**src/rtl/nibcodec_pkg.sv**
```systemverilog
package nibcodec_pkg;

  localparam logic [15:0] BUS_MASK = 16'hF00F;

  // Join two nibbles into one storage byte.
  function automatic logic [7:0] join_nibbles(input logic [3:0] upper, input logic [3:0] lower);
    return {upper, lower};
  endfunction

  // Bus word from a two-byte window; the earlier byte supplies bits 15:12.
  function automatic logic [15:0] window_word(input logic [7:0] early, input logic [7:0] late);
    return {early[7:4], 8'h00, late[3:0]};
  endfunction

endpackage

```
**src/rtl/nibcodec_packer.sv**
```systemverilog
module nibcodec_packer
  import nibcodec_pkg::*;
#(
  parameter int LEN_W = 8
) (
  input  logic             clk,
  input  logic             rst_n,
  input  logic [LEN_W-1:0] line_len,
  input  logic             in_valid,
  output logic             in_ready,
  input  logic [7:0]       in_pix,
  output logic             out_valid,
  input  logic             out_ready,
  output logic [7:0]       out_byte,
  output logic             out_last
);

  logic [LEN_W-1:0] pix_cnt;
  logic [LEN_W-1:0] len_q;
  logic [3:0]       carry_lo;
  logic             tail_pend;
  logic             ob_valid;
  logic [7:0]       ob_byte;
  logic             ob_last;

  // Named events for the assertions.
  logic             slot_free;
  logic             take_pix;
  logic             first_pix;
  logic             last_pix;
  logic             emit_tail;
  logic [LEN_W-1:0] cur_len;

  assign slot_free = !ob_valid || out_ready;
  assign in_ready  = slot_free && !tail_pend;
  assign take_pix  = in_valid && in_ready;
  assign first_pix = (pix_cnt == '0);
  assign cur_len   = first_pix ? line_len : len_q;
  assign last_pix  = take_pix && (pix_cnt == cur_len - LEN_W'(1));
  assign emit_tail = slot_free && tail_pend;

  always_ff @(posedge clk) begin
    if (!rst_n) begin
      pix_cnt   <= '0;
      len_q     <= '0;
      carry_lo  <= '0;
      tail_pend <= 1'b0;
      ob_valid  <= 1'b0;
      ob_byte   <= '0;
      ob_last   <= 1'b0;
    end else if (emit_tail) begin
      ob_valid  <= 1'b1;
      ob_byte   <= join_nibbles(4'h0, carry_lo);
      ob_last   <= 1'b1;
      tail_pend <= 1'b0;
    end else if (take_pix) begin
      ob_valid <= 1'b1;
      ob_byte  <= join_nibbles(in_pix[7:4], first_pix ? 4'h0 : carry_lo);
      ob_last  <= 1'b0;
      carry_lo <= in_pix[3:0];
      if (first_pix) len_q <= line_len;
      if (last_pix) begin
        pix_cnt   <= '0;
        tail_pend <= 1'b1;
      end else begin
        pix_cnt <= pix_cnt + LEN_W'(1);
      end
    end else if (out_ready) begin
      ob_valid <= 1'b0;
    end
  end

  assign out_valid = ob_valid;
  assign out_byte  = ob_byte;
  assign out_last  = ob_last;

  // a stalled byte is held
  a_r9_pk_hold: assert property (@(posedge clk) disable iff (!rst_n)
    (ob_valid && !out_ready) |=> (ob_valid && $stable(ob_byte) && $stable(ob_last)));

  // the closing byte carries no upper nibble
  a_r4_tail_upper_zero: assert property (@(posedge clk) disable iff (!rst_n)
    (ob_valid && ob_last) |-> (ob_byte[7:4] == 4'h0));

  // the opening byte carries no lower nibble
  a_r2_open_lower_zero: assert property (@(posedge clk) disable iff (!rst_n)
    (take_pix && first_pix) |=> (ob_byte[3:0] == 4'h0 && !ob_last));

  // two closing bytes never follow each other
  a_r1_single_tail: assert property (@(posedge clk) disable iff (!rst_n)
    (ob_valid && ob_last && out_ready) |=> !(ob_valid && ob_last));

endmodule

```
**src/rtl/nibcodec_unpacker.sv**
```systemverilog
module nibcodec_unpacker
  import nibcodec_pkg::*;
#(
  parameter int LEN_W = 8
) (
  input  logic             clk,
  input  logic             rst_n,
  input  logic [LEN_W-1:0] line_len,
  input  logic             in_valid,
  output logic             in_ready,
  input  logic [7:0]       in_byte,
  output logic             out_valid,
  input  logic             out_ready,
  output logic [15:0]      out_word,
  output logic             out_last
);

  logic [LEN_W-1:0] byte_cnt;
  logic [LEN_W-1:0] len_q;
  logic [7:0]       early_byte;
  logic             ov;
  logic [15:0]      ow;
  logic             ol;

  logic             slot_free;
  logic             take;
  logic             opening;
  logic             closing;
  logic [LEN_W-1:0] cur_len;

  assign slot_free = !ov || out_ready;
  assign in_ready  = slot_free;
  assign take      = in_valid && in_ready;
  assign opening   = (byte_cnt == '0);
  assign cur_len   = opening ? line_len : len_q;
  assign closing   = take && !opening && (byte_cnt == cur_len);

  always_ff @(posedge clk) begin
    if (!rst_n) begin
      byte_cnt   <= '0;
      len_q      <= '0;
      early_byte <= '0;
      ov         <= 1'b0;
      ow         <= '0;
      ol         <= 1'b0;
    end else begin
      if (take) early_byte <= in_byte;
      if (take && opening) begin
        len_q    <= line_len;
        byte_cnt <= LEN_W'(1);
      end
      if (take && !opening) begin
        ov       <= 1'b1;
        ow       <= window_word(early_byte, in_byte);
        ol       <= closing;
        byte_cnt <= closing ? '0 : byte_cnt + LEN_W'(1);
      end else if (out_ready) begin
        ov <= 1'b0;
      end
    end
  end

  assign out_valid = ov;
  assign out_word  = ow;
  assign out_last  = ol;

  // unusable data lines stay low
  a_r7_mask: assert property (@(posedge clk) disable iff (!rst_n)
    ov |-> ((ow & ~BUS_MASK) == 16'h0000));

  // a stalled word is held
  a_r9_up_hold: assert property (@(posedge clk) disable iff (!rst_n)
    (ov && !out_ready) |=> (ov && $stable(ow) && $stable(ol)));

  // the opening byte yields no word
  a_r5_open_silent: assert property (@(posedge clk) disable iff (!rst_n)
    (take && opening && (!ov || out_ready)) |=> !ov);

endmodule

```
**src/rtl/nibble_stream_codec.sv**
```systemverilog
module nibble_stream_codec #(
  parameter int LEN_W = 8
) (
  input  logic             clk,
  input  logic             rst_n,
  input  logic [LEN_W-1:0] line_len,
  input  logic             pk_in_valid,
  output logic             pk_in_ready,
  input  logic [7:0]       pk_in_pix,
  output logic             pk_out_valid,
  input  logic             pk_out_ready,
  output logic [7:0]       pk_out_byte,
  output logic             pk_out_last,
  input  logic             up_in_valid,
  output logic             up_in_ready,
  input  logic [7:0]       up_in_byte,
  output logic             up_out_valid,
  input  logic             up_out_ready,
  output logic [15:0]      up_out_word,
  output logic             up_out_last
);

  nibcodec_packer #(.LEN_W(LEN_W)) u_pack (
    .clk       (clk),
    .rst_n     (rst_n),
    .line_len  (line_len),
    .in_valid  (pk_in_valid),
    .in_ready  (pk_in_ready),
    .in_pix    (pk_in_pix),
    .out_valid (pk_out_valid),
    .out_ready (pk_out_ready),
    .out_byte  (pk_out_byte),
    .out_last  (pk_out_last)
  );

  nibcodec_unpacker #(.LEN_W(LEN_W)) u_unpack (
    .clk       (clk),
    .rst_n     (rst_n),
    .line_len  (line_len),
    .in_valid  (up_in_valid),
    .in_ready  (up_in_ready),
    .in_byte   (up_in_byte),
    .out_valid (up_out_valid),
    .out_ready (up_out_ready),
    .out_word  (up_out_word),
    .out_last  (up_out_last)
  );

endmodule

```
**config.mk**
```make
export PLATFORM = sky130hd
export DESIGN_NAME = nibble_stream_codec
export DESIGN_NICKNAME = d
export VERILOG_FILES = /design/src/rtl/nibcodec_pkg.sv /design/src/rtl/nibcodec_packer.sv /design/src/rtl/nibcodec_unpacker.sv /design/src/rtl/nibble_stream_codec.sv
export SDC_FILE = /design/constraint.sdc
export NUM_CORES = 1
export LEC_CHECK = 0
export ABC_AREA = 1
export BUFFER_PORTS_ARGS = -buffer_cell sky130_fd_sc_hd__buf_2
export CAP_MARGIN = 5
export CELL_PAD_IN_SITES_DETAIL_PLACEMENT = 1
export CELL_PAD_IN_SITES_GLOBAL_PLACEMENT = 1
export CORE_UTILIZATION = 30
export CTS_BUF_LIST = sky130_fd_sc_hd__clkbuf_8 sky130_fd_sc_hd__clkbuf_16
export DETAILED_ROUTE_END_ITERATION = 10
export PLACE_DENSITY = 0.65
export SLEW_MARGIN = 20
export SYNTH_ARGS = -nofsm -noshare
export SYNTH_HDL_FRONTEND = slang
export SYNTH_SLANG_ARGS = --single-unit
```
**constraint.sdc**
```tcl
create_clock -name clk -period 2.7 [get_ports clk]
set_input_delay 0.27 -clock clk [delete_from_list [all_inputs] [get_ports clk]]
set_output_delay 0.27 -clock clk [all_outputs]
set_load 0.02 [all_outputs]
```
Word level (Yosys, flattened, before mapping)
Index checks and enable logic that the tools add are counted.

Add/sub/neg operators: 3. Bitwise logic cells: 2. Multiplexer cells: 16. Reductions and logical operators: 23. Eq/ne operators: 2.

Operators with widths (count): 2-to-1 mux 8 bit (6); adder 8 x 1 -> 8 bit (second input constant) (2); == test 8 bit (2); zero test 8 bit (2); 2-to-1 mux 4 bit (3); logical AND 1 bit (8); subtractor 8 x 1 -> 8 bit (second input constant) (1); 2-to-1 mux 1 bit (7); nonzero test 2 bit (3); zero test 1 bit (4); AND reduction 2 bit (2); nonzero test 3 bit (1); logical OR 1 bit (2); NOT 1 bit (2); OR reduction 2 bit (1).

Word-level logic and storage cells: 60. Output and inout bits: 30. Bits in registers: 65. Input bits: 30.

Logic depth before layout (Yosys ltp)
Gate-level depths: netlist of the first run.

Depth after elaboration: 7. Gate-level depth with buffers: 18. Gate-level depth less buffers: 18.

By module
A second synthesis of the first run with hierarchy kept.

Cell total of the unflattened synthesis: 518. Area total of the unflattened synthesis: 3524.6 um^2.

Modules (own cells, without submodules): nibcodec_packer (area each 1889.3 um^2, instances 1, cells each 268, seq. area each 620.6 um^2); nibcodec_unpacker (area each 1635.3 um^2, instances 1, cells each 250, seq. area each 600.6 um^2).

Worst setup path before layout of the first run
OpenSTA, ideal clock, no wires.

Path kind: register -> register. Start point: register u_pack.pix_cnt[0]. End point: register u_pack.pix_cnt[2]. Slack: 0.412 ns. Arrival time: 2.172 ns. Data required time: 2.584 ns. Setup time: 0.116 ns. Buffers on the path: 0. Cell stages (with the launch flop): 18. Period minus slack after synthesis: 2.288 ns. Path through: dfxtp_1 > inv_1 > ha_1 > nand2_1 > nor2_2 > nand2_4 > nand2_1 > nand2_4 > ha_1 > xnor2_1 > nor2_1 > nand3_1 > nor2_1 > nand3_1 > nor2_2 > nand2_4 > nand2_8 > nor2_2.

Word-level cells in the longest chain between the ends: 6. Elaborated cells on any way between the ends: 7. Those cells by class: add/sub (2); eq/ne (1); mux (2); reduce/logical (2).

Ends and longest elaborated chain: from (decl) (RTL line nibcodec_packer.sv:18) `logic [LEN_W-1:0] pix_cnt;`; from (signal assigned) (RTL line nibcodec_packer.sv:66) `pix_cnt <= pix_cnt + LEN_W'(1);`; zero test 8 bit (RTL line nibcodec_packer.sv:37) `assign first_pix = (pix_cnt == '0);`; 2-to-1 mux 8 bit (RTL line nibcodec_packer.sv:38) `assign cur_len = first_pix ? line_len : len_q;`; subtractor 8 x 1 -> 8 bit (RTL line nibcodec_packer.sv:39) `assign last_pix = take_pix && (pix_cnt == cur_len - LEN_W'(1));`; == test 8 bit (RTL line nibcodec_packer.sv:39); logical AND 1 bit (RTL line nibcodec_packer.sv:39); 2-to-1 mux 8 bit (*) (RTL line nibcodec_packer.sv:62) `if (last_pix) begin`.

Every way passes the cells marked *; elsewhere a longest branch is shown, timed or not. A chain may end at the register's enable or synchronous reset.

Worst setup path in the final report of the first run
Start point: register u_pack.pix_cnt[0]. End point: register u_pack.pix_cnt[5].

Same word-level chain as after synthesis.

==> results.cfg, run 1 <==
[die]
die_area_um2 = 11900
pin_count = 60
core_um2 = 11000
fp.dieW_um = 109
die_h_um = 109
core.rowCount = 38
start_util_pct = 31.3

[synthesis]
synth_ff_type = dfxtp_1
ys_seq_elements = 61
ys_top_cells_by_area = dfxtp_1 35%, nand2_1 12%, inv_1 6.9%, a21oi_1 5.2%, nand3_1 5.2%
synth_top_area_share_pct = 35.4
yosysSeqAreaShare_pct = 35.4
synthCells = 504
synth_edf_count = 0
synthArstFlopShare_pct = 0
yosys-top-cells-count = 108 x nand2_1, 63 x inv_1, 61 x dfxtp_1
synth_area_per_cell_um2 = 6.85
syn_area_um2 = 3450
ys_types = 34
yosys.area.top_type = dfxtp_1
synth_warnings = 0
yosysMostFrequentCell = nand2_1

[layout]
layout-drive-gt1-share_pct = 24.0
fillCellCount = 1457
antennaDiodeCount = 0
syn_to_final_growth_pct = 20.7
nets = 593

[placement]
dpl.hpwl_um = 7210
place_congestion = 0.856
place_ws_ns = 0.116
port_buffers = 51

[pwr]
p_leak_nw = 2.03
pwr_density_cell_nw_per_um2 = 674
ir_drop_v = 0.000319

[cts]
cts_setup_buffers = 0
cts_tree = yes
clk_latency_ns = 0.33
cts_buffers = 9
clockBufferDepth = 2
ctsHtreeMaxLevel = 3
clkTransAtPathRegs_ns = 0.05
clock-sinks = 61
clock-root-buffer = clkbuf_16

[worst_setup_path]
r2r_cells = 17
crit_required_ns = 2.92
critical_path.endpoint_type = register
path_class = reg -> reg
startpoint_type = register
r2r_start = u_pack.pix_cnt[0]
arrival_ns = 2.70
reg2reg_slack_ns = 0.23
r2r_end = u_pack.pix_cnt[5]
crit_fanout = 7

[sta]
setup-tns-final_ns = 0
setup_viol = 0
max-slew-margin-rel_pct = 61.2
fmax_ghz = 0.405
post-route-period-util_pct = 91.5
maxSlewViolCount = 0
rsz0062_at_grt = false
finalCriticalPeriod_ns = 2.47
clock_skew_ns = 0.00370
worstMarginPinSlew_ns = 0.582
finalHoldViolations = 0
setup_ws_ns = 0.230

[min_path]
hold_depth = 3
min_to = u_unpack.out_word[0]
hp-start = up_in_byte[0]
hold_path_class = in -> reg

[route]
drtIter0Drc = 84
avgRoutedWirePerCell_um = 13.5
first_pass_iters = 4
num_vias = 3230
ant_nets = 0
routed_via_density = 4.59
wl_um = 9500
drc_errors = 0

[global_routing]
grt_usage_pct = 17.7
grt_pass1_vias = 3385
gr-total-overflow = 0
grt_first_pass_wirelength_um = 16100
antenna_found_initial = 0
grt_max_degree = 30

[run]
max_cap_viol_count = 0

[run_status]
status = completed
==> cell families after synthesis <==
logic type | after synthesis | share of synthesized area [%]
other cells | 1 | 0.109
compound gates | 87 | 13.8
flops | 61 | 35.4
fa+ha+maj | 5 | 1.81
buf+inv | 98 | 11.9
xor+xnor | 13 | 3.30
simple gates | 239 | 33.7
==> layout by cell type, fill, tap and decap left out, types with 8 or more instances in the layout <==
| cell | instances |
|---|---|
| nand2_1 | 107 |
| inv_1 | 63 |
| dfxtp_1 | 61 |
| buf_2 | 51 |
| nor2_1 | 39 |
| nand3_1 | 36 |
| a21oi_1 | 36 |
| o21ai_0 | 35 |
| nand2_2 | 19 |
| nor2_2 | 15 |
| inv_2 | 11 |
| xor2_1 | 11 |
| o211ai_1 | 9 |
| clkbuf_16 | 9 |
| conb_1 | 8 |
| buf_4 | 8 |
==> repair_timing <==
action,in CTS,in global routing
hold buffers,0,0
endpoints found under the setup margin,0,9
gates resized for setup,0,2
==> stage by stage <==
stage | instance area (um^2) | total power, mW | std cells | hold slack (ns) | util, %
final | 4170 | 2.81 | 703 | 0.160 | 37.8
after floorplan | 3480 | 1.42 | 511 | 0.405 | -
after global routing | 4170 | 2.97 | 703 | 0.161 | 37.8
after CTS | 4160 | 2.85 | 703 | 0.153 | 37.7
after detailed placement | 3840 | 1.56 | 687 | 0.452 | 34.8
after global placement | 3840 | 1.55 | 687 | 0.442 | 34.8
==> routing by layer <==
metal  track usage [%]  part of all wire (%)
met1              21.9                    48
met2              30.0                    47
met3              4.30                   4.0
met4              5.81                   1.4
met5                 0                     0
==> sequential cells by signal (all words and copies together), names as in the netlist <==
register and cells:
u_unpack.out_word 8, u_unpack.len_q 8, u_pack.len_q 8, u_pack.pix_cnt 8
u_unpack.out_valid 1, u_pack.out_valid 1, u_unpack.out_last 1, u_pack.out_byte 8
u_unpack.early_byte 4, u_pack.carry_lo 4, u_pack.out_last 1, u_unpack.byte_cnt 8
u_pack.tail_pend 1
==> worst max-delay path: stages (launching register included) <==
cell     delay, ns
dfxtp_1       0.33
inv_2         0.11
ha_1          0.17
nand2_1       0.07
nor2_2        0.15
nand2_4       0.09
nand2_2       0.11
nand2_4       0.09
ha_1          0.32
xnor2_1       0.13
nor2_1        0.11
nand3_1       0.10
nor2_1        0.09
nand3_1       0.10
nor2_2        0.13
nand2_4       0.11
nand2_8       0.11
nor2_2        0.04
==> worst max-delay path by stage <==
stage / start / end / slack [ns]
floorplan: u_pack.pix_cnt[0] / u_pack.pix_cnt[2] / 0.41
global placement: u_pack.pix_cnt[0] / u_pack.pix_cnt[1] / 0.26
detailed placement: u_pack.pix_cnt[0] / u_pack.pix_cnt[2] / 0.12
CTS: u_pack.pix_cnt[0] / u_pack.pix_cnt[5] / 0.1
global route: u_pack.pix_cnt[1] / u_pack.pix_cnt[6] / 0.0007
finish: u_pack.pix_cnt[0] / u_pack.pix_cnt[5] / 0.23
==> final cells by class <==
class | instances | area (um^2) | area share [%]
clock inverters | 6 | 86.3 | 2.07
well taps | 140 | 175 | 4.20
inverters | 75 | 282 | 6.76
clock buffers | 10 | 239 | 5.74
repair buffers | 59 | 315 | 7.57
multi-input cells | 352 | 1850 | 44.4
flip-flops and latches | 61 | 1220 | 29.3
==> where the power goes <==
group | total [mW] | switching, mW | internal (mW) | leakage, nW
Sequential | 0.984 | 0.0266 | 0.958 | 0.501
Clock | 1.26 | 0.432 | 0.832 | 0.164
Combinational | 0.561 | 0.375 | 0.186 | 1.37
Total | 2.81 | 0.834 | 1.98 | 2.03
(Power assumes the default switching activity.)
==> inputs of run 2 (changes only) <==
--- a/config.mk
+++ b/config.mk
@@ -10,10 +10,10 @@
 export CAP_MARGIN = 5
 export CELL_PAD_IN_SITES_DETAIL_PLACEMENT = 1
 export CELL_PAD_IN_SITES_GLOBAL_PLACEMENT = 1
-export CORE_UTILIZATION = 30
+export CORE_UTILIZATION = 40
 export CTS_BUF_LIST = sky130_fd_sc_hd__clkbuf_8 sky130_fd_sc_hd__clkbuf_16
 export DETAILED_ROUTE_END_ITERATION = 10
-export PLACE_DENSITY = 0.65
+export PLACE_DENSITY = 0.82
 export SLEW_MARGIN = 20
 export SYNTH_ARGS = -nofsm -noshare
 export SYNTH_HDL_FRONTEND = slang
==> run 2 against run 1 <==
Effect of this change:
- clock power fell by 33%
- clock-buffer cell count fell by 1
- sequential cell count did not move
- design area fell by 3.9%
- die area fell by 25%
- global-route usage rose by 5.2 points
- critical path depth fell by 1
- clock skew rose by 0.0084 ns
==> results.cfg, run 2 (synthesis results as in run 1) <==
[run_status]
status = completed

[cts]
ctsHtreeMaxLevel = 3
clock-sinks = 61
clockBufferDepth = 2
cts_buffers = 9
clkTransAtPathRegs_ns = 0.08
clk_latency_ns = 0.35
cts_tree = yes
clock-root-buffer = clkbuf_8

[global_routing]
grt_max_degree = 30
grt_first_pass_wirelength_um = 15800
antenna_found_initial = 0
gr-total-overflow = 0
grt_pass1_vias = 3429
grt_usage_pct = 22.9

[route]
wl_um = 9490
num_vias = 3368
avgRoutedWirePerCell_um = 14.2
drtIter0Drc = 99
routed_via_density = 5.05
ant_nets = 0
first_pass_iters = 4
drc_errors = 0

[die]
start_util_pct = 41.6
core_um2 = 8300
core.rowCount = 33
pin_count = 60
fp.dieW_um = 94.9
die_h_um = 94.9
die_area_um2 = 9010

[layout]
fillCellCount = 1125
layout-drive-gt1-share_pct = 24.4
syn_to_final_growth_pct = 16.0
fin_util_pct = 48.2
nets = 592
final_cell_mix = 107 x nand2_1, 62 x inv_1, 61 x dfxtp_1
antennaDiodeCount = 0
layout_commonest_cell = nand2_1

[pwr]
pwr_density_cell_nw_per_um2 = 598
ir_drop_v = 0.000351
p_leak_nw = 1.95

[worst_setup_path]
crit_required_ns = 2.94
r2r_start = u_pack.pix_cnt[0]
crit_fanout = 10
reg2reg_slack_ns = 0.23
r2r_end = u_pack.pix_cnt[4]
startpoint_type = register
arrival_ns = 2.71
r2r_cells = 16
critical_path.endpoint_type = register
crit_chain = inv_2 > ha_1 > inv_1 > nor2_8 > nand3_2 > nand2_4 > ha_2 > xnor2_1 > nor2_1 > nand3_1 > nor2_1 > nand3_1 > nor2_2 > nand2_4 > nand2_8 > nor2_2
max_stage_delay_ns = 0.34
worst_path_max_delay_cell = dfxtp_1
path_class = reg -> reg

[sta]
setup-tns-final_ns = 0
post-route-period-util_pct = 91.5
clock_skew_ns = 0.0121
fmax_ghz = 0.405
setup_ws_ns = 0.229
maxSlewViolCount = 0
rsz0062_at_grt = false
finalHoldViolations = 0
finalCriticalPeriod_ns = 2.47
worstMarginPinSlew_ns = 0.542
holdWs_ns = 0.149
max-slew-margin-rel_pct = 63.8
setup_viol = 0

[min_path]
hold_depth = 3
min_to = u_unpack.out_word[3]
hp-start = up_in_byte[3]
hold_path_class = in -> reg

[placement]
port_buffers = 51
place_ws_ns = 0.115
place_congestion = 0.890
dpl.hpwl_um = 7120

[run]
max_cap_viol_count = 0
run 2: cell count changes in the layout (fill, tap and decap cells not counted), sizes merged:
| cell | previous run | this run |
|---|---|---|
| buf | 59 | 58 |
| bufinv | 2 | 1 |
| clkbuf | 10 | 9 |
| clkinvlp | 0 | 3 |
| inv | 75 | 74 |
run 2: layout make-up:
cell class / count / area [um^2] / share of cell area (%)
clock inverter: 7 / 75.1 / 1.88
clock buffer: 9 / 124 / 3.09
tap: 105 / 131 / 3.28
sequential: 61 / 1220 / 30.5
inverter: 75 / 282 / 7.03
multi-input combinational: 352 / 1860 / 46.5
timing repair buffer: 58 / 308 / 7.69
run 2: how the worst max path moves through the flow:
stage | to | slack [ns] | cells after the start | startpoint
3_3_place_gp | u_pack.pix_cnt[7] | 0.28 | 17 | u_pack.pix_cnt[0]
2_1_floorplan | u_pack.pix_cnt[2] | 0.41 | 17 | u_pack.pix_cnt[0]
5_1_grt | u_pack.pix_cnt[3] | 0.03 | 17 | u_pack.pix_cnt[0]
6_report | u_pack.pix_cnt[4] | 0.23 | 16 | u_pack.pix_cnt[0]
3_5_place_dp | u_pack.pix_cnt[3] | 0.12 | 17 | u_pack.pix_cnt[0]
4_1_cts | u_pack.pix_cnt[4] | 0.10 | 17 | u_pack.pix_cnt[0]
run 2: power breakdown:
part / leakage (nW) / total [mW] / switching (mW) / internal [mW]
Combinational: 1.36 / 0.569 / 0.382 / 0.187
Sequential: 0.501 / 0.984 / 0.0283 / 0.956
Clock: 0.0918 / 0.840 / 0.411 / 0.429
Total: 1.95 / 2.39 / 0.821 / 1.57
run 2: what timing repair did:
action | 4_1_cts | 5_1_grt
buffers inserted | 0 | 0
gates resized for setup | 0 | 5
hold buffers | 0 | 0
endpoints found under the setup margin | 0 | 9
hold endpoints to repair | 0 | 0
run 2: per-stage QoR:
| stage | cell area [um^2] | power, mW | cells |
|---|---|---|---|
| 2_1_floorplan | 3480 | 1.42 | 511 |
| 3_3_place_gp | 3790 | 1.54 | 651 |
| 3_5_place_dp | 3790 | 1.57 | 651 |
| 4_1_cts | 3990 | 2.41 | 667 |
| 5_1_grt | 4000 | 2.52 | 667 |
| 6_report | 4000 | 2.39 | 667 |
run 2: per-layer routing:
metal	track usage (%)	vias up	share of wire, %
met4	9.72	0	1.8
met1	26.5	1594	44
met3	3.30	14	4.1
met2	41.6	79	50
met5	0	-	0
li1	-	1681	-
run 2: critical path, delay by kind of cell, from the launching register on:
kind                     cells  cell delay (ns)
XOR/XNOR                     1             0.13
adder cells (fa/ha/maj)      2             0.46
buffers and inverters        2             0.20
flip-flops                   1             0.34
AND/OR/NAND/NOR             11             1.22
